`src/rtl/bb_pkg.sv`:
```
package bb_pkg;
    typedef enum logic [1:0] {
        ST_IDLE  = 2'd0,
        ST_READ  = 2'd1,
        ST_WBACK = 2'd2,
        ST_RESP  = 2'd3
    } bb_state_e;
endpackage

```
`src/rtl/bb_xlate.sv`:
```
// Alias address to target address, bit index and size legality.
module bb_xlate #(
    parameter int ADDR_W  = 32,
    parameter int SIZE_W  = 3,
    parameter int WIN_W   = 25,
    parameter int WORD_SH = 5,
    parameter int SEL_BIT = 30,
    parameter int NUM_WIN = 2,
    parameter int IDX_W   = 5,
    parameter logic [NUM_WIN*ADDR_W-1:0] BASES = {32'h4000_0000, 32'h2000_0000}
) (
    input  logic [ADDR_W-1:0] addr,
    input  logic [SIZE_W-1:0] size,
    output logic [ADDR_W-1:0] tgt_addr,
    output logic [IDX_W-1:0]  bit_idx,
    output logic              size_ok
);
    localparam int SEL_W = (NUM_WIN > 1) ? $clog2(NUM_WIN) : 1;
    localparam int BSH   = WORD_SH - 3;

    logic [ADDR_W-1:0] base_w [NUM_WIN];
    for (genvar w = 0; w < NUM_WIN; w++) begin : g_base
        assign base_w[w] = BASES[w*ADDR_W +: ADDR_W];
    end

    logic [SEL_W-1:0]  win;
    logic [ADDR_W-1:0] off_ext;
    logic [ADDR_W-1:0] unal;
    logic [IDX_W-1:0]  idx_mask;
    logic              unused_addr_bits;

    assign win              = addr[SEL_BIT +: SEL_W];
    assign off_ext          = ADDR_W'(addr[WIN_W-1:0]) >> WORD_SH;
    assign unal             = base_w[win] | off_ext;
    assign unused_addr_bits = ^addr[ADDR_W-1:WIN_W];

    always_comb begin
        size_ok  = 1'b1;
        idx_mask = '0;
        unique case (size)
            SIZE_W'(1): idx_mask = IDX_W'(7);
            SIZE_W'(2): idx_mask = IDX_W'(15);
            SIZE_W'(4): idx_mask = IDX_W'(31);
            default:    size_ok  = 1'b0;
        endcase
    end

    assign tgt_addr = unal & ~(ADDR_W'(size) - ADDR_W'(1));
    assign bit_idx  = addr[BSH +: IDX_W] & idx_mask;
endmodule

```
`src/rtl/bb_rmw.sv`:
```
// Bit extraction and bit replacement in the fetched data.
module bb_rmw #(
    parameter int DATA_W = 32,
    parameter int IDX_W  = 5
) (
    input  logic [DATA_W-1:0] rd_data,
    input  logic [IDX_W-1:0]  idx,
    input  logic              set_val,
    output logic [DATA_W-1:0] merged,
    output logic              sel_bit
);
    for (genvar i = 0; i < DATA_W; i++) begin : g_bit
        assign merged[i] = (idx == IDX_W'(i)) ? set_val : rd_data[i];
    end
    assign sel_bit = rd_data[idx];
endmodule

```
`src/rtl/bb_seq.sv`:
```
// Sequencer: IDLE -> READ -> (WBACK) -> RESP -> IDLE.
module bb_seq
    import bb_pkg::*;
(
    input  logic clk,
    input  logic rst_n,
    input  logic req_valid,
    input  logic size_ok,
    input  logic wr_q,
    input  logic mem_done,
    input  logic mem_error,
    output logic req_ready,
    output logic mem_req,
    output logic mem_write,
    output logic rsp_valid,
    output logic rsp_error,
    output logic cap_req,
    output logic cap_rd
);
    bb_state_e state, state_nx;
    logic      err_nx;

    always_ff @(posedge clk) begin
        if (!rst_n) begin
            state     <= ST_IDLE;
            rsp_error <= 1'b0;
        end else begin
            state     <= state_nx;
            rsp_error <= err_nx;
        end
    end

    always_comb begin
        state_nx  = state;
        err_nx    = rsp_error;
        req_ready = 1'b0;
        mem_req   = 1'b0;
        mem_write = 1'b0;
        rsp_valid = 1'b0;
        cap_req   = 1'b0;
        cap_rd    = 1'b0;
        unique case (state)
            ST_IDLE: begin
                req_ready = 1'b1;
                if (req_valid) begin
                    cap_req  = 1'b1;
                    err_nx   = !size_ok;
                    state_nx = size_ok ? ST_READ : ST_RESP;
                end
            end
            ST_READ: begin
                mem_req = 1'b1;
                if (mem_done) begin
                    cap_rd = 1'b1;
                    err_nx = mem_error;
                    if (mem_error || !wr_q) state_nx = ST_RESP;
                    else                    state_nx = ST_WBACK;
                end
            end
            ST_WBACK: begin
                mem_req   = 1'b1;
                mem_write = 1'b1;
                if (mem_done) begin
                    err_nx   = mem_error;
                    state_nx = ST_RESP;
                end
            end
            ST_RESP: begin
                rsp_valid = 1'b1;
                state_nx  = ST_IDLE;
            end
            default: state_nx = ST_IDLE;
        endcase
    end

    // no request accepted while a downstream access is open
    a_r8_busy_not_ready: assert property (@(posedge clk) disable iff (!rst_n)
        mem_req |-> !req_ready);
    // response is a single-cycle strobe
    a_r8_rsp_single: assert property (@(posedge clk) disable iff (!rst_n)
        rsp_valid |=> !rsp_valid);
    // read error ends the access without a write-back
    a_r5_no_wb_on_rd_err: assert property (@(posedge clk) disable iff (!rst_n)
        (mem_req && !mem_write && mem_done && mem_error) |=> (!mem_req && rsp_valid && rsp_error));
    // write-back error reported
    a_r6_wb_err: assert property (@(posedge clk) disable iff (!rst_n)
        (mem_req && mem_write && mem_done && mem_error) |=> (rsp_valid && rsp_error));
    // bad size answered at once, no downstream traffic
    a_r7_bad_size: assert property (@(posedge clk) disable iff (!rst_n)
        (req_valid && req_ready && !size_ok) |=> (rsp_valid && rsp_error && !mem_req));
endmodule

```
`src/rtl/bitband_bridge.sv`:
```
module bitband_bridge #(
    parameter int ADDR_W  = 32,
    parameter int DATA_W  = 32,
    parameter int SIZE_W  = 3,
    parameter int WIN_W   = 25,
    parameter int WORD_SH = 5,
    parameter int SEL_BIT = 30,
    parameter int NUM_WIN = 2,
    parameter logic [NUM_WIN*ADDR_W-1:0] BASES = {32'h4000_0000, 32'h2000_0000}
) (
    input  logic              clk,
    input  logic              rst_n,
    input  logic              req_valid,
    output logic              req_ready,
    input  logic              req_write,
    input  logic [ADDR_W-1:0] req_addr,
    input  logic [SIZE_W-1:0] req_size,
    input  logic [DATA_W-1:0] req_wdata,
    output logic              rsp_valid,
    output logic              rsp_error,
    output logic [DATA_W-1:0] rsp_rdata,
    output logic              mem_req,
    output logic              mem_write,
    output logic [ADDR_W-1:0] mem_addr,
    output logic [SIZE_W-1:0] mem_size,
    output logic [DATA_W-1:0] mem_wdata,
    input  logic              mem_done,
    input  logic              mem_error,
    input  logic [DATA_W-1:0] mem_rdata
);
    localparam int IDX_W = $clog2(DATA_W);

    logic [ADDR_W-1:0] tgt_c;
    logic [IDX_W-1:0]  idx_c;
    logic              size_ok;
    logic [ADDR_W-1:0] tgt_q;
    logic [SIZE_W-1:0] size_q;
    logic [IDX_W-1:0]  idx_q;
    logic              wr_q, set_q, rbit_q;
    logic [DATA_W-1:0] merged_c, wb_q;
    logic              sel_c;
    logic              cap_req, cap_rd;
    logic              unused_wdata;

    assign unused_wdata = ^req_wdata[DATA_W-1:1];

    bb_xlate #(
        .ADDR_W(ADDR_W), .SIZE_W(SIZE_W), .WIN_W(WIN_W), .WORD_SH(WORD_SH),
        .SEL_BIT(SEL_BIT), .NUM_WIN(NUM_WIN), .IDX_W(IDX_W), .BASES(BASES)
    ) xlate_i (
        .addr(req_addr), .size(req_size),
        .tgt_addr(tgt_c), .bit_idx(idx_c), .size_ok(size_ok)
    );

    bb_rmw #(.DATA_W(DATA_W), .IDX_W(IDX_W)) rmw_i (
        .rd_data(mem_rdata), .idx(idx_q), .set_val(set_q),
        .merged(merged_c), .sel_bit(sel_c)
    );

    bb_seq seq_i (
        .clk(clk), .rst_n(rst_n), .req_valid(req_valid), .size_ok(size_ok),
        .wr_q(wr_q), .mem_done(mem_done), .mem_error(mem_error),
        .req_ready(req_ready), .mem_req(mem_req), .mem_write(mem_write),
        .rsp_valid(rsp_valid), .rsp_error(rsp_error),
        .cap_req(cap_req), .cap_rd(cap_rd)
    );

    always_ff @(posedge clk) begin
        if (!rst_n) begin
            tgt_q  <= '0;
            size_q <= '0;
            idx_q  <= '0;
            wr_q   <= 1'b0;
            set_q  <= 1'b0;
            rbit_q <= 1'b0;
            wb_q   <= '0;
        end else begin
            if (cap_req) begin
                tgt_q  <= tgt_c;
                size_q <= req_size;
                idx_q  <= idx_c;
                wr_q   <= req_write;
                set_q  <= req_wdata[0];
                rbit_q <= 1'b0;
            end
            if (cap_rd) begin
                wb_q <= merged_c;
                if (!wr_q) rbit_q <= sel_c;
            end
        end
    end

    assign mem_addr  = tgt_q;
    assign mem_size  = size_q;
    assign mem_wdata = mem_write ? wb_q : '0;
    assign rsp_rdata = {{(DATA_W-1){1'b0}}, rbit_q};

    // only bit 0 of a response may be set
    a_r3_bit_only: assert property (@(posedge clk) disable iff (!rst_n)
        rsp_valid |-> (rsp_rdata[DATA_W-1:1] == '0));
    // address and size held while an access is open
    a_r4_hold: assert property (@(posedge clk) disable iff (!rst_n)
        (mem_req && !mem_done) |=> ($stable(mem_addr) && $stable(mem_size)));
    // write-back follows a clean read of a write, same address
    a_r4_wb_follows: assert property (@(posedge clk) disable iff (!rst_n)
        (mem_req && !mem_write && mem_done && !mem_error && wr_q) |=> (mem_req && mem_write && $stable(mem_addr)));
endmodule

```
`config.mk`:
```
export PLATFORM = sky130hd
export DESIGN_NAME = bitband_bridge
export DESIGN_NICKNAME = d
export VERILOG_FILES = /design/src/rtl/bb_pkg.sv /design/src/rtl/bb_xlate.sv /design/src/rtl/bb_rmw.sv /design/src/rtl/bb_seq.sv /design/src/rtl/bitband_bridge.sv
export SDC_FILE = /design/constraint.sdc
export NUM_CORES = 1
export LEC_CHECK = 0
export BUFFER_PORTS_ARGS = -buffer_cell sky130_fd_sc_hd__buf_2
export CORE_ASPECT_RATIO = 1.25
export CORE_MARGIN = 5
export CORE_UTILIZATION = 41
export CTS_CLUSTER_SIZE = 20
export DETAILED_ROUTE_END_ITERATION = 8
export PLACE_DENSITY_LB_ADDON = 0.08
export REMOVE_ABC_BUFFERS = 1
export SYNTH_ARGS = -nofsm -noshare
export SYNTH_HDL_FRONTEND = slang
export SYNTH_SLANG_ARGS = --single-unit
```
`constraint.sdc`:
```
create_clock -name clk -period 1.6 [get_ports clk]
set_input_delay 0.08 -clock clk [delete_from_list [all_inputs] [get_ports clk]]
set_output_delay 0.08 -clock clk [all_outputs]
set_load 0.05 [all_outputs]
```
* Yosys cells after proc, flatten, opt, wreduce, memory -nomap -nowiden
Cells that the tools add are included.
Word-level totals: bits in registers 78, bits in latches 0, bits in writable memories 0, memory bits (read-only) 0, input bits 105, output and inout bits 104, logic and storage cells 128, memories kept 0
Operators by class: $add $sub $neg 1, $mul 0, divide/modulo/power cells 0, order comparisons 2, equal/unequal tests 41, shifts and indexed selects 0, muxes and demuxes 60, bitwise logic cells 5, reduce and logical (&&, ||, !) cells 10
Operator list (number):
- $mux 32 | 3
- $eq 5x5->1 const B | 16
- $mux 1 | 48
- $eq 5x4->1 const B | 8
- $and 32x32->32 | 1
- $not 32->32 | 1
- $or 32x20->32 | 1
- $mux 31 | 1
- $eq 5x3->1 const B | 4
- $pmux 5 s3 | 1
- $eq 5x2->1 const B | 2
- $mux 2 | 4
- $pmux 2 s4 | 1
- $lt 5x6->1 const B | 1
- $ne 2x2->1 const B | 3
- $reduce_and 3->1 | 2
- $and 5x5->5 | 1
- $bmux 1 s5 | 1
- $eq 5x1->1 const B | 1
- $logic_not 5->1 | 1
- $eq 2x2->1 const B | 2
- $sub 3x1->4 const B | 1
- $eq 3x1->1 const B | 1
- $eq 3x2->1 const B | 1
- 12 further kinds | 13

* Longest topological paths before layout
word-level depth 6, gate-level depth with buffers 7, depth with buffers taken out 6

* Hierarchy
Synthesis repeated with hierarchy kept, for this count alone.
Second synthesis, totals: cell total of the unflattened synthesis 493, area total of the unflattened synthesis 4863.4 µm²
By module, submodules not included:
- bitband_bridge | instances 1, cells each 312, area each 3352.0 µm², seq. area each 1501.4 µm²
- bb_rmw | instances 1, cells each 99, area each 874.6 µm², seq. area each 0.0 µm²
- bb_xlate | instances 1, cells each 51, area each 374.1 µm², seq. area each 0.0 µm²
- bb_seq | instances 1, cells each 31, area each 262.8 µm², seq. area each 60.1 µm²

* Worst setup path before layout
OpenSTA, ideal clock, no wires.
path kind register -> register, start register seq_i.state[0], end register tgt_q[10], in the netlist mem_addr[10], arrival time 1.985 ns, data required time 1.534 ns, slack -0.451 ns, stages on the path, launching flop included 8, path buffers 1, period minus slack after synthesis 2.051 ns, path through dfxtp_1 -> inv_1 -> ha_1 -> nand2_1 -> nor2_1 -> buf_2 -> a22oi_1 -> nor2_1
Between the ends: longest elaborated chain between the ends 2
Ends and longest elaborated chain:
- start, declared | RTL line bb_seq.sv:20 | bb_state_e state, state_nx;
- start signal, assigned | RTL line bb_seq.sv:28 | state <= state_nx;
- $logic_not 2->1 | RTL line bb_seq.sv:42 | unique case (state)
- $mux 1 | RTL line bb_seq.sv:42
- end signal, assigned | RTL line bitband_bridge.sv:79 | tgt_q <= tgt_c;
- end, declared | RTL line bitband_bridge.sv:36 | logic [ADDR_W-1:0] tgt_q;
Every way passes these cells. A chain may end at the register's enable or synchronous reset.

* Worst setup path in the final report
start register seq_i.state[0], end output mem_wdata[11]
Between the ends: longest elaborated chain between the ends 3
Ends and longest elaborated chain:
- $eq 2x2->1 | RTL line bb_seq.sv:42
- $mux 1 | RTL line bb_seq.sv:42
- $mux 32 | RTL line bitband_bridge.sv:95 | assign mem_wdata = mem_write ? wb_q : '0;
- end, declared | RTL line bitband_bridge.sv:26 | output logic [DATA_W-1:0] mem_wdata,
Every way passes these cells.

==> summary.txt <==
Status
  – Status: finished with violations
  – Failing checks: setup timing

CTS
  – Clk_lat worst skew: ~340 ps
  – CTS H-tree lvls: 3
  – CTS tree: built
  – CTS Buf Count: 9
  – CTS root buf: clkbuf_16
  – Clock transition at path regs: approximately 60 ps
  – Clk sinks: a little under 70
  – Clock buffer depth: 2

Final layout
  – # nets final: roughly 770
  – Final cell count without fillers: approximately 780
  – Most common cell after layout, fill and taps aside: buf_2
  – Number of inserted diodes: 0
  – Area delta synth->final: 50.95%
  – Layout cells sized above 1: between 30% and 40%
  – Most frequent cells in the layout: buf_2, dfxtp_1, nor2_1
  – Final Cell Area: about 6000 um2
  – Filler instances: 860

Setup path
  – Type of origin of the critical path: flop
  – Critical Path Slowest Stage Cell: dfxtp_2
  – Worst path required time: around 1500 ps
  – CP Max Fanout: 8
  – Crit. End Element: output pin
  – CP Buf/Inv Count: 4
  – Crit path cell chain: inv_2, buf_6, ha_4, clkbuf_16, and2_4, buf_8
  – Top cell family by delay on the critical path: buffers and inverters
  – Kind of critical path: reg -> out
  – Critical Path Max Stage Delay: around 320 ps
  – Arr. time, crit path: 1610 ps

Timing
  – Fmax: roughly 590 MHz
  – Final Max Slew Viols: 0
  – RSZ-0062 raised after global routing: true
  – Clock Skew: about 8.6 ps
  – Hold Fails Final Rpt: 0
  – Worst Slack Setup Final: -85.17 ps
  – Final min period: 1685 ps
  – Final period util: 105.3%
  – TNS Setup: -1219 ps
  – Final setup vio count: 33

Synthesis
  – Leading area contributor after synthesis: dfxtp_1
  – Flops & latches, synth: between 60 and 70
  – Cell Area, Synth: slightly above 4000 um2
  – Post-synth EDFFs: 0
  – Yosys cell types: 49
  – Yosys warning count: 0
  – Post-synth top area share: between 30% and 40%
  – Top FF cell, synth: dfxtp_1
  – Dominant cells by area after synthesis: dfxtp_1, buf_4, nor2_1
  – FFs w/ async S/R, synth: 0%
  – Post-Synthesis Cells: 490
  – Syn_area_per_cell: 8.204 um2
  – Seq/Total Area, Yosys: roughly 34%

Floorplan
  – Row cnt: 40
  – Core ar.: 9609 um2
  – Die H: ~120 um
  – IO Pins: 209
  – DIE AREA: 11,900 um2
  – Initial Util: between 40% and 50%
  – Die Wd: just under 100 um

Drt
  – Drt first pass iters: 4
  – Via density: between 5 and 6
  – Final ANT Viol Nets: 0
  – DRT iter0 DRCs: approximately 170
  – Average wire per standard cell: between 15 and 20 um
  – DRC Markers: 0
  – Total wire length: around 13 mm
  – Routed vias: 3,960

Placement
  – Inst Count DP: about 740
  – Post-DP HPWL: about 8.4 mm
  – PortBufs: ~130
  – RePlAce Congestion: approximately 0.82
  – Dpl cell area: 4798 um2

GRT
  – Largest net degree at the start of global routing: 39
  – Initial antenna violation count: 1
  – First-pass GRT wire length: about 19 mm
  – Vias in the first global route: between 3,000 and 4,000
  – GRT Residual Overflow: 0
  – GRT Overall Usage: between 20% and 30%

Power
  – Worst VDD drop: around 0.83 mV
  – Tot Pwr: about 8.5 mW
  – P_leak: between 2 and 3 nW
  – P per Cell Area: between 1000 and 1500 nW/um2

Run
  – Max_cap viols: 0

Worst hold path
  – Hold Crit Class: in -> reg
==> worst min-delay path: stages <==
cell     delay, ps
buf_2          100
nand3_1         60
a21oi_1         60
==> per-stage QoR <==
step | utilization [%] | worst slack [ps] | hold slack, ps
after floorplan | - | -1047 | 213.4
after global placement | 49.93 | -244.2 | 312.3
after detailed placement | 49.93 | -290.0 | 327.3
after CTS | 59.09 | -91.82 | 7.026
after global routing | 63.15 | -134.6 | 10.08
final | 63.15 | -85.17 | 12.94
==> flip-flops by register name (all words and copies together), names as in the netlist <==
signal,cells
set_q,1
wr_q,1
wb_q,32
mem_addr,22
seq_i.state,2
idx_q,5
rbit_q,1
seq_i.rsp_error,1
mem_size,3
==> routing by layer <==
layer / vias to the layer above / GRT usage, % / share of wire, % / wire length (um)
li1: 1956 / - / - / -
met1: 1864 / 22.31 / 38 / 4874
met2: 118 / 36.08 / 53 / 6775
met3: 20 / 5.886 / 6.1 / 781
met4: 2 / 8.113 / 2.2 / 274
met5: - / 0 / 0.10 / 13
==> path summary, 6_finish.rpt <==
kind / startpoint / slack (ps) / to / depth (start not counted)
setup reg to reg: idx_q[1] / -40 / rbit_q / 5
hold / removal: req_addr[3] / 10 / idx_q[1] / 3
setup / recovery: seq_i.state[0] / -90 / mem_wdata[11] / 6
hold reg to reg: mem_addr[2] / 460 / mem_addr[2] / 2
==> cell type report <==
cell class	count	area, um2	area share [%]
Clock buffer	9	225.2	3.711
Clock inverter	7	122.6	2.021
Inverter	10	37.54	0.6186
Multi-Input combinational cell	372	2457	40.49
Sequential cell	68	1366	22.52
Tap cell	126	157.7	2.598
Timing Repair Buffer	192	1702	28.04
==> timing repair <==
action	CTS	global route
cloned	2	3
hold buffers	19	0
setup buffers	2	3
pin swaps	3	36
endpoints found under the hold margin	19	0
endpoints found under the setup margin	61	68
resized for setup	84	87
==> cell usage after synthesis, types with 2 or more instances <==
library cell / count
a211oi_1: 9
a21oi_1: 15
a22oi_1: 18
a311oi_1: 24
a32o_1: 2
and2_1: 33
buf_1: 5
buf_2: 7
buf_4: 43
buf_6: 2
clkbuf_1: 22
dfxtp_1: 68
ha_1: 9
inv_1: 10
mux2i_1: 13
mux4_2: 5
nand2_1: 58
nand2b_1: 2
nand3_1: 25
nand3b_4: 2
nand4_1: 3
nor2_1: 64
nor2b_1: 3
nor3_1: 3
nor3_2: 4
nor3b_2: 3
o211a_1: 2
o211ai_1: 2
o21ai_0: 14
==> cells by family (layout without fill, tap and decap cells) <==
| group | count (synthesis) | after routing | synth area share (%) |
|---|---|---|---|
| AO/OA/AOI/OAI | 92 | 92 | 16.43 |
| XOR/XNOR | 1 | 1 | 0.2179 |
| adder cells (fa/ha/maj) | 9 | 9 | 2.801 |
| buffers and inverters | 90 | 218 | 13.29 |
| flip-flops | 68 | 68 | 33.86 |
| multiplexers | 20 | 20 | 6.972 |
| other | 1 | 41 | 0.09328 |
| AND/OR/NAND/NOR | 209 | 209 | 26.33 |
==> report_power, final <==
part	internal (mW)	leakage [nW]	total (mW)	switching, mW
clock network	1.53	0.163	2.33	0.795
registers	2.03	0.557	2.21	0.184
logic	1.57	1.96	4.01	2.44
Note: power is estimated with default switching activity, not from simulation.
